--- src/rtl/audclk_pkg.sv ---
package audclk_pkg;

    // Clock role selected by the mode input
    typedef enum logic {
        CLK_MASTER = 1'b0,
        CLK_SLAVE  = 1'b1
    } clk_role_e;

    // Level and edge view of a bit clock, all in the master clock domain
    typedef struct packed {
        logic level;
        logic rise;
        logic fall;
    } clk_view_t;

    // Direction indices for the per-direction frame logic
    localparam int unsigned DIR_TX = 0;
    localparam int unsigned DIR_RX = 1;
    localparam int unsigned N_DIR  = 2;

    // Turn a pin-level view into its inverted twin (edges swap)
    function automatic clk_view_t flip_view(clk_view_t v, logic inv);
        clk_view_t r;
        r.level = v.level ^ inv;
        r.rise  = inv ? v.fall : v.rise;
        r.fall  = inv ? v.rise : v.fall;
        return r;
    endfunction

endpackage

--- src/rtl/audclk_bitdiv.sv ---
module audclk_bitdiv #(
    parameter int unsigned W = 8
) (
    input  logic                  clk,
    input  logic                  rst,
    input  logic                  enable,
    input  logic [W-1:0]          div_m1,
    input  logic                  apply_req,
    output audclk_pkg::clk_view_t view
);
    import audclk_pkg::*;

    logic [W-1:0] cnt_q, cnt_n;
    logic [W-1:0] last_q, last_n, req_last;
    logic [W:0]   half_n;
    logic         run_q, pend_q, pend_n;
    logic         wrap, take;

    always_comb begin
        // A zero field would give a ratio of one; clamp to the smallest usable ratio
        req_last = (div_m1 == '0) ? W'(1) : div_m1;
        wrap     = !run_q || (cnt_q >= last_q);
        take     = wrap && (!run_q || pend_q || apply_req);
        last_n   = take ? req_last : last_q;
        cnt_n    = wrap ? '0 : cnt_q + 1'b1;
        pend_n   = take ? 1'b0 : (pend_q || apply_req);
        half_n   = ({1'b0, last_n} + 1'b1) >> 1;
    end

    always_ff @(posedge clk) begin
        if (rst || !enable) begin
            run_q  <= 1'b0;
            cnt_q  <= '0;
            last_q <= req_last;
            pend_q <= 1'b0;
            view   <= '0;
        end else begin
            run_q      <= 1'b1;
            cnt_q      <= cnt_n;
            last_q     <= last_n;
            pend_q     <= pend_n;
            view.level <= ({1'b0, cnt_n} < half_n);
            view.rise  <= (cnt_n == '0);
            view.fall  <= ({1'b0, cnt_n} == half_n);
        end
    end

endmodule

--- src/rtl/audclk_framediv.sv ---
module audclk_framediv #(
    parameter int unsigned W = 8
) (
    input  logic         clk,
    input  logic         rst,
    input  logic         enable,
    input  logic         advance,
    input  logic [W-1:0] len_m1,
    output logic         lrck,
    output logic         frame_stb,
    output logic         wrap_evt
);
    logic [W-1:0] cnt_q, cnt_n;
    logic [W-1:0] last_q, last_n, req_last;
    logic [W:0]   half_n;
    logic         wrap;

    always_comb begin
        req_last = (len_m1 == '0) ? W'(1) : len_m1;
        wrap     = (cnt_q >= last_q);
        wrap_evt = enable && advance && wrap;
        cnt_n    = wrap ? '0 : cnt_q + 1'b1;
        last_n   = wrap ? req_last : last_q;
        half_n   = ({1'b0, last_n} + 1'b1) >> 1;
    end

    always_ff @(posedge clk) begin
        if (rst || !enable) begin
            cnt_q     <= '1;
            last_q    <= req_last;
            lrck      <= 1'b1;
            frame_stb <= 1'b0;
        end else begin
            frame_stb <= advance && wrap;
            if (advance) begin
                cnt_q  <= cnt_n;
                last_q <= last_n;
                lrck   <= ({1'b0, cnt_n} >= half_n);
            end
        end
    end

endmodule

--- src/rtl/audclk_sync_edge.sv ---
module audclk_sync_edge #(
    parameter int unsigned STAGES  = 2,
    parameter logic        RST_VAL = 1'b0
) (
    input  logic clk,
    input  logic rst,
    input  logic async_in,
    output logic level,
    output logic prev
);
    // STAGES synchronizer flops plus one history flop for edge detection
    logic [STAGES:0] chain;

    always_ff @(posedge clk) begin
        if (rst) begin
            chain <= {(STAGES+1){RST_VAL}};
        end else begin
            chain <= {chain[STAGES-1:0], async_in};
        end
    end

    assign level = chain[STAGES-1];
    assign prev  = chain[STAGES];

endmodule

--- src/rtl/audclk_gen.sv ---
module audclk_gen #(
    parameter int unsigned DIV_W       = 8,
    parameter int unsigned FRAME_W     = 8,
    parameter int unsigned SYNC_STAGES = 2
) (
    input  logic               clk,
    input  logic               rst,
    input  logic               mode_slave,
    input  logic               bclk_invert,
    input  logic [DIV_W-1:0]   bclk_div_m1,
    input  logic [FRAME_W-1:0] tx_frame_m1,
    input  logic [FRAME_W-1:0] rx_frame_m1,
    input  logic               ext_bclk,
    input  logic               ext_tx_lrck,
    input  logic               ext_rx_lrck,
    output logic               bclk_out,
    output logic               bclk_rise_stb,
    output logic               bclk_fall_stb,
    output logic               tx_lrck_out,
    output logic               tx_frame_stb,
    output logic               rx_lrck_out,
    output logic               rx_frame_stb
);
    import audclk_pkg::*;

    clk_role_e role;
    logic      master_en;
    clk_view_t mst_raw, mst_pin, slv_pin, pin;
    logic      sb_level, sb_prev;
    logic      launch;

    logic [FRAME_W-1:0] len_arr [N_DIR];
    logic [N_DIR-1:0]   ext_lr, m_lrck, m_stb, m_wrap, s_lvl, s_prev;

    assign role      = clk_role_e'(mode_slave);
    assign master_en = (role == CLK_MASTER);

    // Local bit clock generation
    audclk_bitdiv #(.W(DIV_W)) u_bitdiv (
        .clk       (clk),
        .rst       (rst),
        .enable    (master_en),
        .div_m1    (bclk_div_m1),
        .apply_req (m_wrap[DIR_TX]),
        .view      (mst_raw)
    );

    // External bit clock path
    audclk_sync_edge #(.STAGES(SYNC_STAGES), .RST_VAL(1'b0)) u_sync_bclk (
        .clk      (clk),
        .rst      (rst),
        .async_in (ext_bclk),
        .level    (sb_level),
        .prev     (sb_prev)
    );

    always_comb begin
        mst_pin      = flip_view(mst_raw, bclk_invert);
        slv_pin.level = sb_level ^ bclk_invert;
        slv_pin.rise  = slv_pin.level & ~(sb_prev ^ bclk_invert);
        slv_pin.fall  = ~slv_pin.level & (sb_prev ^ bclk_invert);
        pin           = master_en ? mst_pin : slv_pin;
        // Frames advance on the falling edge of the bit clock as seen at the pin
        launch        = mst_pin.fall;
    end

    assign len_arr[DIR_TX] = tx_frame_m1;
    assign len_arr[DIR_RX] = rx_frame_m1;
    assign ext_lr[DIR_TX]  = ext_tx_lrck;
    assign ext_lr[DIR_RX]  = ext_rx_lrck;

    for (genvar d = 0; d < N_DIR; d++) begin : g_dir
        audclk_framediv #(.W(FRAME_W)) u_framediv (
            .clk       (clk),
            .rst       (rst),
            .enable    (master_en),
            .advance   (launch),
            .len_m1    (len_arr[d]),
            .lrck      (m_lrck[d]),
            .frame_stb (m_stb[d]),
            .wrap_evt  (m_wrap[d])
        );

        audclk_sync_edge #(.STAGES(SYNC_STAGES), .RST_VAL(1'b1)) u_sync_lr (
            .clk      (clk),
            .rst      (rst),
            .async_in (ext_lr[d]),
            .level    (s_lvl[d]),
            .prev     (s_prev[d])
        );
    end

    assign bclk_out      = pin.level;
    assign bclk_rise_stb = pin.rise;
    assign bclk_fall_stb = pin.fall;

    assign tx_lrck_out  = master_en ? m_lrck[DIR_TX] : s_lvl[DIR_TX];
    assign tx_frame_stb = master_en ? m_stb[DIR_TX]  : (s_prev[DIR_TX] & ~s_lvl[DIR_TX]);
    assign rx_lrck_out  = master_en ? m_lrck[DIR_RX] : s_lvl[DIR_RX];
    assign rx_frame_stb = master_en ? m_stb[DIR_RX]  : (s_prev[DIR_RX] & ~s_lvl[DIR_RX]);

endmodule

--- config.mk ---
export PLATFORM = sky130hd
export DESIGN_NAME = audclk_gen
export DESIGN_NICKNAME = d
export VERILOG_FILES = /design/src/rtl/audclk_pkg.sv /design/src/rtl/audclk_bitdiv.sv /design/src/rtl/audclk_framediv.sv /design/src/rtl/audclk_sync_edge.sv /design/src/rtl/audclk_gen.sv
export SDC_FILE = /design/constraint.sdc
export NUM_CORES = 1
export LEC_CHECK = 0
export BUFFER_PORTS_ARGS = -buffer_cell sky130_fd_sc_hd__buf_2
export CAP_MARGIN = 5
export CORE_MARGIN = 4
export CORE_UTILIZATION = 51
export DETAILED_ROUTE_END_ITERATION = 8
export PLACE_DENSITY = 0.69
export SETUP_SLACK_MARGIN = 0.15
export SLEW_MARGIN = 20
export SYNTH_ARGS = -nofsm -noshare
export SYNTH_HDL_FRONTEND = slang
export SYNTH_SLANG_ARGS = --single-unit
--- constraint.sdc ---
create_clock -name clk -period 5.64 [get_ports clk]
set_clock_uncertainty 0.1 [all_clocks]
set_input_delay 1.41 -clock clk [delete_from_list [all_inputs] [get_ports clk]]
set_output_delay 1.41 -clock clk [all_outputs]
set_load 0.02 [all_outputs]
# Word level (Yosys, flattened, before mapping)
# Index checks and enable logic that the tools add are counted.
# Widths: inputs -> output; s select.
dict set report word_totals {
  regBits 66
  elab_cells 82
}
dict set report op_classes {
  n_bitwise 12
  magnitude_cmp 6
  eq_ne 1
  n_reduce_logical 17
  mux 22
  addsub 6
}
# operator count
set ops {}
lappend ops {{$mux 8} 14}
lappend ops {{$ge 8x8->1} 5}
lappend ops {{$logic_not 8->1} 4}
lappend ops {{$add 8x1->9 const B} 3}
lappend ops {{$add 8x1->8 const B} 3}
lappend ops {{$eq 8x8->1} 1}
lappend ops {{$lt 8x8->1} 1}
lappend ops {{$mux 1} 7}
lappend ops {{$logic_and 1x1->1} 5}
lappend ops {{$logic_or 1x1->1} 5}
lappend ops {{$not 1->1} 5}
lappend ops {{$and 1x1->1} 4}
lappend ops {{$mux 3} 1}
lappend ops {{$xor 1x1->1} 3}
lappend ops {{$reduce_bool 2->1} 1}
lappend ops {{$reduce_or 2->1} 1}
lappend ops {{$logic_not 1->1} 1}

# Longest topological paths before layout
# Gate-level depths: netlist of the first run.
dict set report logic_depth {
  word_depth 8
  depth_mapped 21
}

# Cells and area by module
# From an unflattened synthesis of the first run, not the netlist that was laid out.
dict set report hier_totals {
  hier_cells 621
  area_unflattened_um2 5385.2
}
# module area_each_um2 seq_area_each_um2 cells_each instances
set by_module_without_submodules {}
lappend by_module_without_submodules {{audclk_framediv at g_dir[0].u_framediv} 1716.6 440.4 202 1}
lappend by_module_without_submodules {{audclk_framediv at g_dir[1].u_framediv} 1710.4 440.4 203 1}
lappend by_module_without_submodules {audclk_bitdiv 1545.2 420.4 179 1}
lappend by_module_without_submodules {audclk_sync_edge 78.8 60.1 6 3}
lappend by_module_without_submodules {audclk_gen 176.4 0.0 19 1}

# Worst setup path after synthesis of the first run
# No wires, ideal clock.
dict set report synth_timing {
  kind {input port to flip-flop}
  startpoint {input port bclk_invert}
  endpoint {register u_bitdiv.view[2] in the netlist's numbering}
  required_time_ns 5.466
  setup_time_ns 0.074
  arrival_ns 4.354
  cell_stages 18
  setup_slack_ns 1.112
  cell_sequence {buf_6 > mux2i_4 > nor2_1 > a21oi_4 > nor2_4 > mux2_2 > ha_1 > clkbuf_1 > nor2b_1 > o22ai_1 > nor3b_1 > ha_1 > nor2b_1 > o21ai_0 > nand2b_1 > a21oi_1 > o21ai_0 > a31oi_1}
}
dict set report synth_via {
  elab_chain_cells 8
}
# item line
set synth_lines {}
lappend synth_lines {{start: declaration} audclk_gen.sv:9} ;# input logic bclk_invert,
lappend synth_lines {{$mux 1} audclk_pkg.sv:26} ;# r.fall = inv ? v.rise : v.fall;
lappend synth_lines {{$logic_and 1x1->1} n/a}
lappend synth_lines {{$logic_and 1x1->1} audclk_framediv.sv:21} ;# wrap_evt = enable && advance && wrap;
lappend synth_lines {{$logic_or 1x1->1} audclk_bitdiv.sv:23} ;# take = wrap && (!run_q || pend_q || apply_req);
lappend synth_lines {{$logic_and 1x1->1} audclk_bitdiv.sv:23}
lappend synth_lines {{$mux 8} audclk_bitdiv.sv:24} ;# last_n = take ? req_last : last_q;
lappend synth_lines {{$add 8x1->9} audclk_bitdiv.sv:27} ;# half_n = ({1'b0, last_n} + 1'b1) >> 1;
lappend synth_lines {{$lt 8x8->1} audclk_bitdiv.sv:42} ;# view.level <= ({1'b0, cnt_n} < half_n);
lappend synth_lines {{end: declaration} audclk_bitdiv.sv:9} ;# output audclk_pkg::clk_view_t view
# Every way passes these cells.
# A chain may end at the register's enable or synchronous reset.

# Final worst setup path of the first run
# Ends and elaborated chain as after synthesis.

==> results.json, run 1 <==
{
  "drive_gt1_share_pct": 15.1,
  "netlist_area_sq_mm": 0.00497,
  "slew_headroom_pct": 49.6,
  "synthArstFlopShare_pct": 0,
  "period_needed_ns": 4.60,
  "antenna_found_initial": 0,
  "path_clk_slew_ns": 0.08,
  "status": "completed",
  "worst_ep_arrival_time_ns": 4.76,
  "netlist_instances": 570,
  "postSynthAreaPerCell_sq_um": 8.71,
  "slew_viol_final": 0,
  "clk_latency_ns": 0.35,
  "most-common-layout-cells": "nor2_1 (55), ha_1 (54), dfxtp_1 (50)",
  "path_class": "primary input to flop",
  "grt_use_total_pct": 19.4,
  "dieArea_sq_mm": 0.0114,
  "synth_nets": 655,
  "grt_first_pass_wirelength_mm": 18.1,
  "vias_per_cell": 5.61,
  "ctsHoldBuffers": 0,
  "dr_total_vias": 4140,
  "drt_iter0_markers": 204,
  "cts.htree.levels": 3,
  "remaining_drc_errors": 0,
  "post_cts_resized": 0,
  "hold_class": "flop to flop",
  "cts_num_sinks": 66,
  "setup_viol": 0,
  "fin_setup_tns_ns": 0,
  "fin_crit_sh_pct": 81.5,
  "cts-root-buf": "clkbuf_8",
  "initial_core_util_pct": 53.0,
  "endpoint_kind": "flop",
  "drv_cap": 0,
  "power.density_mw_per_mm2": 231,
  "port_buffers": 37,
  "seqPwrFrac_pct": 42.8,
  "grt-ovfl-total": 0,
  "die_w_um": 107,
  "yosysWarnings": 0,
  "swShare_pct": 32.9,
  "coreArea_sq_mm": 0.00937,
  "areaGrowthSynthToFinish_pct": 9.32,
  "fmax_mhz": 218,
  "cpPeakStageDelay_ns": 0.41,
  "numCtsBuffers": 9,
  "ys.flop_type": "dfxtp_1",
  "path_cells": "buf_2, mux2i_4, nor2_1, a21oi_4, nor2_4, mux2_2, ha_1, nor2b_1, o22ai_1, nor3b_1, ha_1, nor2b_1, o21ai_0, nand2b_1, a21oi_1, o21ai_0, a31oi_1",
  "synth_seq_cells": 66,
  "place.gp.congestion": 0.857,
  "synth-edff-count": 16,
  "cp-start-kind": "primary input",
  "crit_fanout": 10,
  "drtAntennaViolNets": 0,
  "grt_pass1_vias": 3930,
  "drt_wl_total_mm": 10.8,
  "cts_tree": "yes",
  "synth.distinct_cells": 53,
  "p_clk_share_pct": 30.8,
  "yosysSeqAreaShare_pct": 29.8,
  "nets": 689,
  "ios": 38,
  "die_y_um": 107,
  "rsz0062_at_grt": "false",
  "first_pass_iters": 4,
  "final_common_cell": "nor2_1",
  "slowest_stage": "mux2i_4",
  "n_antenna_cell": 0,
  "final-hold-violation-count": 0,
  "post_cts_buffers": 0,
  "pwr-share-comb_pct": 26.4,
  "worstPathRequired_ns": 5.80,
  "p_int_uw": 841,
  "hold_ws_ns": 0.317,
  "dp_hpwl_mm": 8.22,
  "p_leak_nw": 2.33,
  "vdd_drop_max_v": 0.0000950,
  "p_switching_uw": 413,
  "rows": 35,
  "wl_per_cell_um": 14.6,
  "worst_slew_pin_slew_ns": 0.754,
  "finalPower_mw": 1.25,
  "cts.path.max_buffers": 2,
  "grt_max_degree": 38
}
==> cells by family (layout without fill, tap and decap cells) <==
kind of cell,after synthesis,count (layout),synth area share (%)
xor gates and xnor gates,51,51,8.99
AOI/OAI and AO/OA,119,119,16.0
muxes,30,30,6.80
and+or+nand+nor,202,202,20.4
buffers and inverters,48,87,4.31
adders and majority gates,54,54,13.6
DFF,66,66,29.8
==> registers in the layout, indices dropped and copies added, names as in the netlist <==
| name | count |
|---|---|
| g_dir.u_framediv.lrck | 2 |
| u_sync_bclk.chain | 3 |
| u_bitdiv.last_q | 8 |
| u_bitdiv.pend_q | 1 |
| u_bitdiv.run_q | 1 |
| g_dir.u_framediv.frame_stb | 2 |
| u_bitdiv.view | 3 |
| u_bitdiv.cnt_q | 8 |
| g_dir.u_sync_lr.chain | 6 |
| g_dir.u_framediv.last_q | 16 |
| g_dir.u_framediv.cnt_q | 16 |
==> per-stage QoR <==
stage,instances,worst slack [ns],utilization (%),cell area [sq um]
2_1_floorplan,570,1.11,-,4970
3_3_place_gp,722,0.928,56.0,5240
3_5_place_dp,722,0.727,56.0,5240
4_1_cts,738,1.10,57.9,5430
5_1_grt,738,0.827,57.9,5430
6_report,738,1.04,57.9,5430
==> final cells by class <==
cell class              count  area (sq um)
fillers                   855          3940
multi-input cells         456          3280
well taps                 129           161
clock buffers              10           149
inverters                  32           120
repair buffers             39           200
flip-flops and latches     66          1480
clock inverters             6          37.5
==> cells in the mapped netlist, drive strengths merged, types with 2 or more instances <==
cell | instances | area [sq um]
o22ai | 3 | 18.8
o21ai | 43 | 230
a21oi | 30 | 161
and3 | 20 | 125
mux2i | 10 | 113
a211o | 2 | 17.5
nand2 | 34 | 128
o2111ai | 3 | 26.3
o32a | 2 | 20.0
nor3b | 3 | 22.5
a31oi | 2 | 12.5
a32oi | 2 | 17.5
ha | 54 | 676
nor4b | 2 | 17.5
or2 | 7 | 43.8
nand2b | 8 | 57.6
nand3b | 3 | 22.5
nand3 | 33 | 165
nor2 | 58 | 230
xnor2 | 37 | 324
nor4 | 5 | 31.3
nand4 | 5 | 31.3
xor2 | 14 | 123
o211a | 6 | 60.1
o31ai | 2 | 20.0
edfxtp | 16 | 480
inv | 32 | 120
buf | 10 | 71.3
a211oi | 3 | 22.5
a21o | 9 | 67.6
nor2b | 14 | 87.6
dfxtp | 50 | 1000
mux2 | 20 | 225
clkbuf | 6 | 22.5
or3 | 2 | 12.5
nor3 | 8 | 40.0
a221o | 6 | 60.1
==> critical path: cells and delay by family <==
family / cells / cell delay [ns]
AND/OR/NAND/NOR: 6 / 0.83
buffers and inverters: 1 / 0.20
multiplexers: 2 / 0.71
adder cells (fa/ha/maj): 2 / 0.57
AO/OA/AOI/OAI: 6 / 1.03
==> power groups by stage <==
stage	clock (mW)	sequential (mW)	combinational, mW
floorplan	0	0.539	0.255
global placement	0	0.546	0.316
detailed placement	0	0.547	0.328
CTS	0.393	0.536	0.331
global route	0.411	0.540	0.375
finish	0.386	0.536	0.331
==> routing by layer <==
layer	share of wire (%)	vias up	track usage, %
met5	0	-	0
met4	1.5	0	6.12
met3	3.2	15	4.03
met2	46	67	31.2
met1	49	1939	26.1
li1	-	2119	-
==> final timing paths <==
check                                   start                           to  slack (ns)  cells after the start
hold reg to reg   g_dir[0].u_sync_lr.chain[0]  g_dir[0].u_sync_lr.chain[1]        0.32                      1
setup / recovery                  bclk_invert             u_bitdiv.view[2]        1.04                     17
hold / removal    g_dir[0].u_sync_lr.chain[0]  g_dir[0].u_sync_lr.chain[1]        0.32                      1
setup reg to reg           u_bitdiv.last_q[2]             u_bitdiv.view[2]        1.20                     19
(Power assumes the default switching activity.)
==> run 2, diff against run 1 <==
Clock period 5.64 ns to 4.7 ns, I/O delays scaled along.
==> run 2 against run 1 <==
Effect of this change: combinational power rose by 23%; hold slack got worse by 0.0021 ns; sequential share of layout area is 0.51 points lower; largest cell class unchanged; total power rose by 29%; register-to-register slack worse by 0.62 ns; highest routed layer unchanged; sequential power grew 20%; critical endpoint unchanged; cell count is 0.95% higher; routed wire length increased by 0.54%; critical path depth is the same; global-route usage up 0.097 points; final area is 1.9% higher.
==> results.json, run 2 (synthesis gave the netlist of run 1 again) <==
{
  "cpPeakStageDelay_ns": 0.36,
  "p_leak_nw": 2.39,
  "dieArea_sq_mm": 0.0114,
  "nets": 696,
  "grt-ovfl-total": 0,
  "slew_headroom_pct": 49.6,
  "path_class": "primary input to flop",
  "vdd_drop_max_v": 0.000135,
  "p_switching_uw": 496,
  "die_w_um": 107,
  "dr_total_vias": 4166,
  "crit_fanout": 10,
  "final_common_cell": "nor2_1",
  "post_cts_resized": 0,
  "p_int_mw": 1.13,
  "remaining_drc_errors": 0,
  "place.gp.congestion": 0.863,
  "most-common-layout-cells": "nor2_1 (55), ha_1 (54), dfxtp_1 (50)",
  "areaGrowthSynthToFinish_pct": 11.4,
  "fin_crit_sh_pct": 88.2,
  "worstPathRequired_ns": 4.87,
  "hold_class": "flop to flop",
  "cts_tree": "yes",
  "rr_worst_depth": 18,
  "n_antenna_cell": 0,
  "fin_setup_tns_ns": 0,
  "initial_core_util_pct": 53.0,
  "crit_start": "bclk_invert",
  "path_clk_slew_ns": 0.08,
  "cts-root-buf": "clkbuf_8",
  "ios": 38,
  "rsz0062_at_grt": "false",
  "die_y_um": 107,
  "antenna_found_initial": 0,
  "cp-start-kind": "primary input",
  "drt_iter0_markers": 246,
  "drv_cap": 0,
  "slew_viol_final": 0,
  "coreArea_sq_mm": 0.00937,
  "port_buffers": 37,
  "worst_slew_pin_slew_ns": 0.754,
  "worst_ep_arrival_time_ns": 4.32,
  "status": "completed",
  "cp_top_family": "simple AND/OR/NAND/NOR gates",
  "period_needed_ns": 4.15,
  "cp_num_buf_inv": 1,
  "cts.path.max_buffers": 2,
  "path_cells": "buf_2, mux2i_4, nor2_1, a21oi_4, nor2_4, mux2_2, ha_1, nor2b_1, o22ai_1, nor3b_1, ha_1, nor2b_1, o21ai_0, nand2b_1, a21oi_1, o21ai_0, a31oi_1",
  "final-hold-violation-count": 0,
  "hold_start": "g_dir[0].u_sync_lr.chain[0]",
  "rows": 35,
  "final_util_pct": 59.0,
  "cts_num_sinks": 66,
  "p_clk_share_pct": 35.3,
  "r2r_start": "g_dir[0].u_framediv.last_q[0]",
  "pwr-share-comb_pct": 25.0,
  "grt_max_degree": 37,
  "ff2ff_setup_slack_ns": 0.58,
  "cts.htree.levels": 3,
  "fillers": 841,
  "first_pass_iters": 5,
  "slowest_stage": "mux2_2",
  "clk_latency_ns": 0.35,
  "seqPwrFrac_pct": 39.7,
  "drtAntennaViolNets": 0,
  "vias_per_cell": 5.59,
  "cp_num_cells": 17,
  "setup_viol": 0,
  "reg.largest.list": "g_dir.u_framediv.cnt_q: 16 flops, g_dir.u_framediv.last_q: 16 flops",
  "grt_use_total_pct": 19.5,
  "drt_wl_total_mm": 10.8,
  "endpoint_kind": "flop",
  "grt_pass1_vias": 3833,
  "power.density_mw_per_mm2": 293,
  "swShare_pct": 30.6,
  "numCtsBuffers": 9,
  "grt_first_pass_wirelength_mm": 18.3,
  "wl_per_cell_um": 14.6,
  "hold_path_depth": 1,
  "drive_gt1_share_pct": 15.9,
  "dp_hpwl_mm": 8.27,
  "fmax_mhz": 241
}
==> run 2: changes by cell type in the layout (fill, tap and decap cells not counted) <==
cell        delta
buf_4          +7
clkinv_2       -3
bufinv_16      +2
clkinv_4       +2
clkbuf_1       +1
clkinvlp_4     -1
inv_6          -1
==> run 2: final cells by class <==
cell class                 instances  area (sq um)  area share [%]
tap                              129           161            2.92
clock buffer                      11           153            2.76
timing repair buffer              46           253            4.57
clock inverter                     5          83.8            1.52
sequential                        66          1480            26.8
inverter                          32           120            2.17
multi-input combinational        456          3280            59.3
==> run 2: worst paths after layout <==
kind                                                     to
worst min register to register  g_dir[0].u_sync_lr.chain[1]
worst max-delay path                       u_bitdiv.view[2]
worst min-delay path            g_dir[0].u_sync_lr.chain[1]
worst max register to register             u_bitdiv.view[2]
==> run 2: power groups by stage <==
stage	clock network [mW]	registers (mW)	logic, mW
finish	0.572	0.644	0.406
global route	0.608	0.648	0.458
CTS	0.581	0.644	0.401
detailed placement	0	0.656	0.398
global placement	0	0.655	0.383
floorplan	0	0.646	0.306
==> run 2: worst reg2reg max path, stage by stage (launching register included) <==
cell,delay [ns]
edfxtp_1,0.51
ha_1,0.33
nand2b_1,0.16
a2111oi_2,0.48
o31ai_4,0.13
a21oi_4,0.19
nor2_4,0.08
mux2_2,0.28
ha_1,0.30
nor2b_1,0.17
o22ai_1,0.11
nor3b_1,0.20
ha_1,0.28
nor2b_1,0.14
o21ai_0,0.14
nand2b_1,0.07
a21oi_1,0.13
o21ai_0,0.10
a31oi_1,0.17
==> run 2: layer usage <==
layer | vias up | global-route usage, % | wire length (um)
met4 | 0 | 4.84 | 93
met3 | 8 | 3.43 | 432
met1 | 1952 | 27.0 | 5210
met2 | 74 | 31.5 | 5110
met5 | - | 0 | 0
li1 | 2132 | - | -
==> run 2: repair_timing <==
action,4_1_cts,5_1_grt
hold buffers,0,0
buffers inserted,0,4
endpoints found under the setup margin,0,1
==> run 2: through the flow <==
| step | cell area, sq um | power [mW] | hold WS [ns] | std cells | worst slack [ns] |
|---|---|---|---|---|---|
| floorplan | 4970 | 0.952 | 0.289 | 570 | 0.407 |
| global placement | 5270 | 1.04 | 0.297 | 725 | 0.259 |
| detailed placement | 5270 | 1.05 | 0.297 | 725 | 0.0956 |
| CTS | 5500 | 1.62 | 0.320 | 741 | 0.499 |
| global route | 5530 | 1.71 | 0.339 | 745 | 0.154 |
| finish | 5530 | 1.62 | 0.315 | 745 | 0.553 |
